## src/rtl/tbase_pkg.sv

```systemverilog
package tbase_pkg;
  localparam int REG_COUNT = 6;

  typedef enum logic [2:0] {
    OFS_MSINT = 3'd0,
    OFS_USDIV = 3'd1,
    OFS_MSLO  = 3'd2,
    OFS_MSHI  = 3'd3,
    OFS_HMS   = 3'd4,
    OFS_WDCTL = 3'd5
  } tb_reg_e;

  localparam int CTL_EN      = 7;
  localparam int CTL_KICK    = 6;
  localparam int CTL_MSFLAG  = 5;
  localparam int CTL_SECFLAG = 4;

  // watchdog terminal test: the next counted tick reaches the limit
  function automatic logic wdt_hit(input logic [3:0] cnt, input logic [3:0] lim);
    return (lim != 4'd0) && (({1'b0, cnt} + 5'd1) == {1'b0, lim});
  endfunction
endpackage

```

## src/rtl/tbase_divider.sv

```systemverilog
module tbase_divider #(
  parameter int W = 8
) (
  input  logic         clk,
  input  logic         rst_n,
  input  logic         tick_in,
  input  logic         load,
  input  logic [W-1:0] load_val,
  input  logic [W-1:0] cfg,
  output logic         tick_out
);
  logic [W-1:0] cnt;

  function automatic logic [W-1:0] reload(input logic [W-1:0] v);
    return (v == '0) ? '0 : v - W'(1);
  endfunction

  always_ff @(posedge clk) begin
    if (!rst_n) begin
      cnt <= '0;
    end else if (load) begin
      cnt <= reload(load_val);
    end else if (tick_in && cfg != '0) begin
      cnt <= (cnt == '0) ? reload(cfg) : cnt - W'(1);
    end
  end

  assign tick_out = tick_in && (cfg != '0) && (cnt == '0);
endmodule

```

## src/rtl/tbase_watchdog.sv

```systemverilog
module tbase_watchdog import tbase_pkg::*; (
  input  logic       clk,
  input  logic       rst_n,
  input  logic       en,
  input  logic [3:0] limit,
  input  logic       kick,
  input  logic       hms_tick,
  output logic       wdt_reset
);
  logic [3:0] cnt;
  logic       expire;

  assign expire = en && !kick && hms_tick && wdt_hit(cnt, limit);

  always_ff @(posedge clk) begin
    if (!rst_n) begin
      cnt       <= '0;
      wdt_reset <= 1'b0;
    end else begin
      if (!en || kick)                cnt <= '0;
      else if (hms_tick && !wdt_reset) cnt <= cnt + 4'd1;
      if (expire) wdt_reset <= 1'b1;
    end
  end
endmodule

```

## src/rtl/tbase_regs.sv

```systemverilog
module tbase_regs import tbase_pkg::*; #(
  parameter logic [7:0] BASE = 8'hFA
) (
  input  logic        clk,
  input  logic        rst_n,
  input  logic [7:0]  addr,
  input  logic [7:0]  wdata,
  input  logic        wr,
  input  logic        rd,
  output logic [7:0]  rdata,
  input  logic        ev_ms,
  input  logic        ev_sec,
  output logic [7:0]  msint_q,
  output logic [7:0]  usdiv_q,
  output logic [15:0] msdiv_q,
  output logic [7:0]  hms_q,
  output logic [7:0]  msint_d,
  output logic [7:0]  usdiv_d,
  output logic [15:0] msdiv_d,
  output logic [7:0]  hms_d,
  output logic        ld_msint,
  output logic        ld_us,
  output logic        ld_ms,
  output logic        ld_hms,
  output logic        wd_en,
  output logic [3:0]  wd_lim,
  output logic        wd_kick,
  output logic        flag_ms,
  output logic        flag_sec
);
  logic [7:0] ofs;
  logic       hit;
  logic       wr_lo, wr_hi, wr_ctl;

  assign ofs = addr - BASE;
  assign hit = (ofs < 8'(REG_COUNT));

  assign ld_msint = wr && hit && (ofs[2:0] == OFS_MSINT);
  assign ld_us    = wr && hit && (ofs[2:0] == OFS_USDIV);
  assign wr_lo    = wr && hit && (ofs[2:0] == OFS_MSLO);
  assign wr_hi    = wr && hit && (ofs[2:0] == OFS_MSHI);
  assign ld_hms   = wr && hit && (ofs[2:0] == OFS_HMS);
  assign wr_ctl   = wr && hit && (ofs[2:0] == OFS_WDCTL);
  assign ld_ms    = wr_lo || wr_hi;
  assign wd_kick  = wr_ctl && wdata[CTL_KICK];

  assign msint_d = ld_msint ? wdata : msint_q;
  assign usdiv_d = ld_us ? wdata : usdiv_q;
  assign hms_d   = ld_hms ? wdata : hms_q;
  assign msdiv_d = {wr_hi ? wdata : msdiv_q[15:8], wr_lo ? wdata : msdiv_q[7:0]};

  always_ff @(posedge clk) begin
    if (!rst_n) begin
      msint_q  <= '0;
      usdiv_q  <= '0;
      msdiv_q  <= '0;
      hms_q    <= '0;
      wd_en    <= 1'b0;
      wd_lim   <= '0;
      flag_ms  <= 1'b0;
      flag_sec <= 1'b0;
    end else begin
      msint_q <= msint_d;
      usdiv_q <= usdiv_d;
      msdiv_q <= msdiv_d;
      hms_q   <= hms_d;
      if (wr_ctl) begin
        wd_en  <= wdata[CTL_EN];
        wd_lim <= wdata[3:0];
      end
      // a new event wins over a same-cycle clear
      flag_ms  <= ev_ms  || (flag_ms  && !(wr_ctl && wdata[CTL_MSFLAG]));
      flag_sec <= ev_sec || (flag_sec && !(wr_ctl && wdata[CTL_SECFLAG]));
    end
  end

  always_comb begin
    rdata = '0;
    if (rd && hit) begin
      case (ofs[2:0])
        OFS_MSINT: rdata = msint_q;
        OFS_USDIV: rdata = usdiv_q;
        OFS_MSLO:  rdata = msdiv_q[7:0];
        OFS_MSHI:  rdata = msdiv_q[15:8];
        OFS_HMS:   rdata = hms_q;
        OFS_WDCTL: rdata = {wd_en, 1'b0, flag_ms, flag_sec, wd_lim};
        default:   rdata = '0;
      endcase
    end
  end
endmodule

```

## src/rtl/sys_timebase.sv

```systemverilog
module sys_timebase import tbase_pkg::*; #(
  parameter logic [7:0] BASE_ADDR = 8'hFA,
  parameter int         SEC_DIV   = 10,
  parameter int         FLASH_W   = 4
) (
  input  logic               clk,
  input  logic               rst_n,
  input  logic [7:0]         bus_addr,
  input  logic [7:0]         bus_wdata,
  input  logic               bus_wr,
  input  logic               bus_rd,
  output logic [7:0]         bus_rdata,
  input  logic [FLASH_W-1:0] flash_tsel,
  output logic               us_tick,
  output logic               ms_tick,
  output logic               hms_tick,
  output logic               sec_tick,
  output logic               flash_strobe,
  output logic               irq_ms,
  output logic               irq_sec,
  output logic               wdt_reset
);
  localparam int SEC_W = $clog2(SEC_DIV + 1);

  logic [7:0]  msint_q, us_div_q, hms_q;
  logic [7:0]  msint_d, us_div_d, hms_d;
  logic [15:0] ms_div_q, ms_div_d;
  logic        ld_msint, ld_us, ld_ms, ld_hms;
  logic        wd_en, wd_kick;
  logic [3:0]  wd_lim;
  logic        msint_tick;

  tbase_regs #(.BASE(BASE_ADDR)) u_regs (
    .clk(clk), .rst_n(rst_n), .addr(bus_addr), .wdata(bus_wdata),
    .wr(bus_wr), .rd(bus_rd), .rdata(bus_rdata),
    .ev_ms(msint_tick), .ev_sec(sec_tick),
    .msint_q(msint_q), .usdiv_q(us_div_q), .msdiv_q(ms_div_q), .hms_q(hms_q),
    .msint_d(msint_d), .usdiv_d(us_div_d), .msdiv_d(ms_div_d), .hms_d(hms_d),
    .ld_msint(ld_msint), .ld_us(ld_us), .ld_ms(ld_ms), .ld_hms(ld_hms),
    .wd_en(wd_en), .wd_lim(wd_lim), .wd_kick(wd_kick),
    .flag_ms(irq_ms), .flag_sec(irq_sec)
  );

  tbase_divider #(.W(8)) u_us (
    .clk(clk), .rst_n(rst_n), .tick_in(1'b1), .load(ld_us),
    .load_val(us_div_d), .cfg(us_div_q), .tick_out(us_tick)
  );

  tbase_divider #(.W(FLASH_W)) u_flash (
    .clk(clk), .rst_n(rst_n), .tick_in(us_tick), .load(ld_us),
    .load_val(flash_tsel), .cfg(flash_tsel), .tick_out(flash_strobe)
  );

  tbase_divider #(.W(16)) u_ms (
    .clk(clk), .rst_n(rst_n), .tick_in(1'b1), .load(ld_ms),
    .load_val(ms_div_d), .cfg(ms_div_q), .tick_out(ms_tick)
  );

  tbase_divider #(.W(8)) u_msint (
    .clk(clk), .rst_n(rst_n), .tick_in(ms_tick), .load(ld_msint),
    .load_val(msint_d), .cfg(msint_q), .tick_out(msint_tick)
  );

  tbase_divider #(.W(8)) u_hms (
    .clk(clk), .rst_n(rst_n), .tick_in(ms_tick), .load(ld_hms),
    .load_val(hms_d), .cfg(hms_q), .tick_out(hms_tick)
  );

  tbase_divider #(.W(SEC_W)) u_sec (
    .clk(clk), .rst_n(rst_n), .tick_in(hms_tick), .load(1'b0),
    .load_val('0), .cfg(SEC_W'(SEC_DIV)), .tick_out(sec_tick)
  );

  tbase_watchdog u_wdt (
    .clk(clk), .rst_n(rst_n), .en(wd_en), .limit(wd_lim), .kick(wd_kick),
    .hms_tick(hms_tick), .wdt_reset(wdt_reset)
  );
endmodule

```

## config.mk

```make
export PLATFORM = sky130hd
export DESIGN_NAME = sys_timebase
export DESIGN_NICKNAME = d
export VERILOG_FILES = /design/src/rtl/tbase_pkg.sv /design/src/rtl/tbase_divider.sv /design/src/rtl/tbase_watchdog.sv /design/src/rtl/tbase_regs.sv /design/src/rtl/sys_timebase.sv
export SDC_FILE = /design/constraint.sdc
export NUM_CORES = 1
export LEC_CHECK = 0
export BUFFER_PORTS_ARGS = -buffer_cell sky130_fd_sc_hd__buf_2
export CORE_MARGIN = 2
export CORE_UTILIZATION = 62
export CTS_CLUSTER_SIZE = 24
export DETAILED_ROUTE_END_ITERATION = 7
export PLACE_DENSITY = 0.81
export RECOVER_POWER = 25
export SLEW_MARGIN = 20
export SYNTH_ARGS = -nofsm -noshare
export SYNTH_HDL_FRONTEND = slang
export SYNTH_SLANG_ARGS = --single-unit
```

## constraint.sdc

```tcl
create_clock -name clk -period 4.4 [get_ports clk]
set_input_delay 0.44 -clock clk [delete_from_list [all_inputs] [get_ports clk]]
set_output_delay 0.44 -clock clk [all_outputs]
set_load 0.1 [all_outputs]
```

==> flow_summary.toml, run 1 <==
[outcome]
status = "complete, no violations"

[cts]
numCtsBuffers = 9
clkLatencyLatePin_ns = 0.37
clkSlewWorstSetupHoldPaths_ns = 0.08
cts_hold_buf = 0
cts_tree = "built"
clkSinkCount = 100
clockRootBuffer = "clkbuf_16"
h-tree-depth = 3
post_cts_resized = 0
post_cts_buffers = 0
cts_buffer_depth = 2

[global_routing]
grt_max_degree = 61
grt_overflow = 0
grt_antenna_before_repair = 0
grt_pass1_wl_um = 34640
grt_usage_pct = 34.32
grt_pass1_vias = 6625

[worst_setup_path]
r2r-start = "u_regs.msdiv_q[10]"
required_ns = 3.96
slowest_delay_ns = 0.57
critPathTopFamily = "simple AND/OR/NAND/NOR gates"
worst-path-buf-inv = 2
crit_chain = "or4_4, or4_1, nor4_4, buf_4, nand2_2, or3_1, nor3_4, buf_2"
crit_fanout = 7
crit_type = "reg -> out"
end_kind = "primary output"
cp_slowest_cell = "or4_4"
cp.arrival_ns = 3.46
reg2regPathDepth = 7
startpoint = "u_ms.cnt[7]"
reg2reg_to = "u_msint.cnt[6]"
rrSetupSlack_ns = 1.29
crit_path_start_kind = "register"

[timing]
setup_viol = 0
finalHoldViolCount = 0
timing.hold.ws_ns = 0.3965
tightestPinTransition_ns = 1.157
fin_worst_skew_ns = 0.01445
slew_violations = 0
period_share_pct = 88.54
relSlewSlack_pct = 23.21
fmax_mhz = 256.7
rsz0062_at_grt = "false"
fin_crit_ns = 3.896
setup_slack_ns = 0.5043

[placed_design]
place_congestion = 0.9657
portBuffers = 39
dp_hpwl_um = 15460
pre_cts_slack_ns = 0.4731

[synthesis]
synth_top_area_share_pct = 27.59
ys.flop_type = "dfxtp_1"
ys_async_sr_fraction_pct = 0
syn_inst = 976
yosysTopAreaCell = "dfxtp_1"
synth_edf_count = 0
synth_warnings = 0
synth.avg_cell_area_sq_um = 7.434
yosysSeqAreaShare_pct = 27.59
syn_area_sq_um = 7256
synthTopCellsByArea = "dfxtp_1 (28%), mux2i_1 (7.3%), nor2_1 (6.6%)"
synthTopCellsByCount = "nor2_1 (127), nand2_1 (111), dfxtp_1 (100)"
synth_cell_type_count = 68
syn_nets = 1022
synth-seq-cells = 100
synth_most_common_cell = "nor2_1"

[layout]
final_util_pct = 68.86
layout.nets = 1036
area_growth_pct = 8.363
drive_above_1_share_pct = 9.347
antennaDiodeCount = 0

[worst_hold_path]
hold_class = "in -> reg"
min_from = "bus_wdata[5]"
hold_end = "u_regs.hms_q[5]"
holdPathStages = 3

[power_and_ir_drop]
power_leakage_nw = 3.382
cellPowerDensity_nw_per_um2 = 268.4
ir_drop_uv = 339.2

[floorplan]
fp.coreArea_sq_um = 11420
start_util_pct = 63.54
fp-row-count = 39
fp.dieW_um = 112.2
fp.dieH_um = 112.2
die_area_sq_um = 12580
io_pins = 40

[detailed_routing]
first_pass_iters = 5
wirelength_um = 21640
wl_per_cell_um = 19.02
vias = 7316
avgViaCountPerCell = 6.429
drtIter0Drc = 952
route.detailed.drc = 0
ant_nets = 0

[run]
maxCapViolations = 0
-- placed cells by master, fill, tap and decap left out, types with 8 or more instances in the layout --
master     synthesis  final
a221oi_1          10     10
o22ai_1           17     17
nand3b_1           9      9
nand3_1           25     25
nor4_1            10      9
mux2i_1           53     53
inv_1             31     31
nor2_1           127    127
mux2_2             9      8
nand2_1          111    111
and3_1             8      8
dfxtp_1          100    100
or3_1             11     11
a21oi_1           76     76
xnor2_1           42     42
ha_1              22     22
buf_2              2     35
nor3_1            44     43
buf_4              1     18
xor2_1            30     30
o21ai_0           55     55
o211ai_1           8      8
a31oi_1           10     10
clkbuf_16          0      9
-- final cells by class --
class	count	area, sq um
inverter	32	120.1
clock inverter	7	63.81
clock buffer	9	225.2
timing repair buffer	60	336.6
multi-input combinational	787	4936
sequential	100	2002
fill	997	3556
tap	143	178.9
-- layer usage --
metal,share of wire (%),global-route usage [%]
met3,8.8,6.371
met2,46,54.30
met5,0,0
met1,42,46.15
met4,3.5,14.63
-- kinds of logic after synthesis --
logic type	synth area share [%]
and+or+nand+nor	25.57
adders and majority gates	3.794
AOI/OAI and AO/OA	20.64
DFF	27.59
muxes	9.019
buffers and inverters	4.690
xor gates and xnor gates	8.691
-- worst max path at each step --
stage	end	slack, ns	depth (start not counted)
CTS	sec_tick	0.53	8
detailed placement	u_ms.cnt[3]	0.47	13
floorplan	bus_rdata[2]	-0.04	8
global placement	u_ms.cnt[3]	0.52	14
global route	sec_tick	0.38	8
finish	sec_tick	0.50	8
-- worst reg2reg max path, stage by stage, from the launching register on --
cell and delay (ns):
dfxtp_1 0.42, or3_1 0.43, or3_1 0.42, or4_1 0.73, nand3_1 0.37, a211oi_1 0.11
a211o_1 0.33, and3_1 0.18
-- sequential cells by signal, summed over array words and instances, names as in the netlist, 8 cells and up --
signal          cells
u_ms.cnt           16
u_regs.msdiv_q     16
u_hms.cnt           8
u_msint.cnt         8
u_regs.hms_q        8
u_regs.msint_q      8
u_regs.usdiv_q      8
u_us.cnt            8
-- power by group --
group | switching, W | leakage (nW) | internal (W) | total, W
Combinational | 0.000252 | 2.44 | 0.000131 | 0.000383
Clock | 0.000402 | 0.137 | 0.000398 | 0.000800
Sequential | 0.0000129 | 0.806 | 0.000914 | 0.000927
Total | 0.000667 | 3.38 | 0.00144 | 0.00211
-- through the flow --
step,setup TNS [ns],area (sq um),total power [W],instances
final,0,7863,0.002110,1138
after global routing,0,7863,0.002186,1138
after CTS,0,7904,0.002111,1138
after detailed placement,0,7615,0.001322,1122
after global placement,0,7615,0.001320,1122
after floorplan,-0.08101,7272,0.001224,976
Note: power is estimated with default switching activity, not from simulation.
==> run 2, diff against run 1 <==
- CORE_UTILIZATION: 62 -> 63
- PLACE_DENSITY: 0.81 -> 0.82
- clock period: 4.4 -> 4.9 ns (I/O delays scaled with it)
==> run 2 against run 1 <==
  * Critical path depth up 8
  * Via count down 0.15%
  * First-iteration DRC count down 28%
  * Sequential power decreased by 10%
  * Cell count fell by 0.53%
  * Non-clock buffer count is 6 lower
  * Highest routed layer unchanged
  * Count of clock-buffer cells in the layout unchanged
  * Register-to-register slack improved by 0.11 ns
  * Flip-flop and latch count unchanged
==> flow_summary.toml, run 2 (synthesized netlist as in run 1, its figures left out) <==
[worst_setup_path]
reg2regPathDepth = 7
required_ns = 5.16
r2r-start = "u_regs.msdiv_q[2]"
crit_path_start_kind = "primary input"
startpoint = "bus_addr[1]"
end_kind = "register"
cp.arrival_ns = 4.51
crit_fanout = 23
crit_type = "in -> reg"

[global_routing]
grt_pass1_vias = 6791
grt_overflow = 0
grt_antenna_before_repair = 0
grt_pass1_wl_um = 34620
grt_max_degree = 71
grt_usage_pct = 34.17

[timing]
fin_crit_ns = 4.255
setup_slack_ns = 0.6452
slew_violations = 0
setup_tns_ns = 0
fin_worst_skew_ns = 0.007032
setup_viol = 0
finalHoldViolCount = 0
rsz0062_at_grt = "false"
relSlewSlack_pct = 19.94
period_share_pct = 86.83
fmax_mhz = 235.0
tightestPinTransition_ns = 1.190

[cts]
cts_hold_buf = 0
clockRootBuffer = "clkbuf_16"
clkLatencyLatePin_ns = 0.36
post_cts_buffers = 0
cts_buffer_depth = 2
cts_tree = "built"
post_cts_resized = 0
numCtsBuffers = 9
clkSinkCount = 100
h-tree-depth = 3
clkSlewWorstSetupHoldPaths_ns = 0.07

[detailed_routing]
drtIter0Drc = 687
route.detailed.drc = 0
avgViaCountPerCell = 6.453
vias = 7305
first_pass_iters = 7
ant_nets = 0
wl_per_cell_um = 18.88
wirelength_um = 21370

[power_and_ir_drop]
p_seq_share_pct = 44.0
combPwrFrac_pct = 17.6
p_sw_share_pct = 31.59
ir_drop_uv = 185.8
internal-power_w = 0.001294
cellPowerDensity_nw_per_um2 = 242.9
power_leakage_nw = 3.359
p_sw_w = 0.0005978
p_clk_share_pct = 38.4

[placed_design]
place_congestion = 0.9690
pre_cts_slack_ns = 0.6232
portBuffers = 39
dp_hpwl_um = 15300

[layout]
layout_common_cells = "nor2_1 (127), nand2_1 (111), dfxtp_1 (100), a21oi_1 (76), o21ai_0 (55)"
layout.nets = 1030
layout_commonest_cell = "nor2_1"
antennaDiodeCount = 0
top_regs = "u_ms.cnt x16, u_regs.msdiv_q x16"
area_growth_pct = 7.381
drive_above_1_share_pct = 8.493

[worst_hold_path]
hold_class = "in -> reg"
min_from = "bus_wdata[5]"
holdPathStages = 3

[floorplan]
fp.dieW_um = 111.3
die_area_sq_um = 12390
fp.dieH_um = 111.3
fp.coreArea_sq_um = 11320
fp-row-count = 39
io_pins = 40
start_util_pct = 64.09

[outcome]
status = "complete, no violations"

[run]
maxCapViolations = 0
[run 2: cell types whose count changed in the layout (fill, tap and decap cells not counted), sizes merged]
cell      delta
buf          -7
clkbuf       +1
clkinv       +2
clkinvlp     -2
[run 2: cell type report]
class,count,area [sq um]
sequential,100,2002
inverter,32,120.1
clock buffer,9,225.2
tap,143,178.9
multi-input combinational,787,4913
fill,997,3530
clock inverter,7,66.31
timing repair buffer,54,285.3
[run 2: critical path, stage by stage]
cell	delay [ns]
buf_2	0.27
inv_1	0.17
ha_1	0.30
nand2b_1	0.19
o22ai_1	0.17
o221a_2	0.26
nand3_1	0.24
nor3_1	0.26
clkbuf_1	0.90
mux2i_1	0.39
ha_1	0.27
nand2_1	0.08
xnor2_1	0.14
nand3_1	0.10
o21ai_0	0.09
and2_1	0.20
[run 2: power by group through the flow]
| stage | clock network, W | logic (W) | registers, W |
|---|---|---|---|
| 4_1_cts | 0.000723 | 0.000328 | 0.000832 |
| 5_1_grt | 0.000765 | 0.000362 | 0.000834 |
| 3_3_place_gp | 0 | 0.000324 | 0.000851 |
| 6_report | 0.000727 | 0.000333 | 0.000833 |
| 2_1_floorplan | 0 | 0.000251 | 0.000848 |
| 3_5_place_dp | 0 | 0.000326 | 0.000851 |
[run 2: per-stage QoR]
step / utilization, % / instances / cell area [sq um] / hold WS [ns] / power [W]
global placement: 66.72 / 1116 / 7553 / 0.4741 / 0.001175
CTS: 69.30 / 1132 / 7845 / 0.4556 / 0.001883
global route: 68.82 / 1132 / 7791 / 0.4731 / 0.001961
floorplan: - / 976 / 7256 / 0.4557 / 0.001099
finish: 68.82 / 1132 / 7791 / 0.4668 / 0.001892
detailed placement: 66.72 / 1116 / 7553 / 0.4894 / 0.001178
[run 2: worst paths after layout]
path,to,slack [ns]
setup / recovery,u_msint.cnt[4],0.65
hold / removal,u_regs.msdiv_q[5],0.47
setup reg to reg,u_msint.cnt[6],1.40
hold reg to reg,u_flash.cnt[0],0.50
[run 2: routing by layer]
metal / share of wire [%] / vias to the layer above / wire length, um / global-route usage [%]
met5: 0 / - / 0 / 0
met4: 4.0 / 0 / 865 / 17.61
met3: 7.8 / 66 / 1664 / 4.483
met2: 46 / 345 / 9746 / 54.59
met1: 43 / 3375 / 9096 / 45.35
li1: - / 3519 / - / -
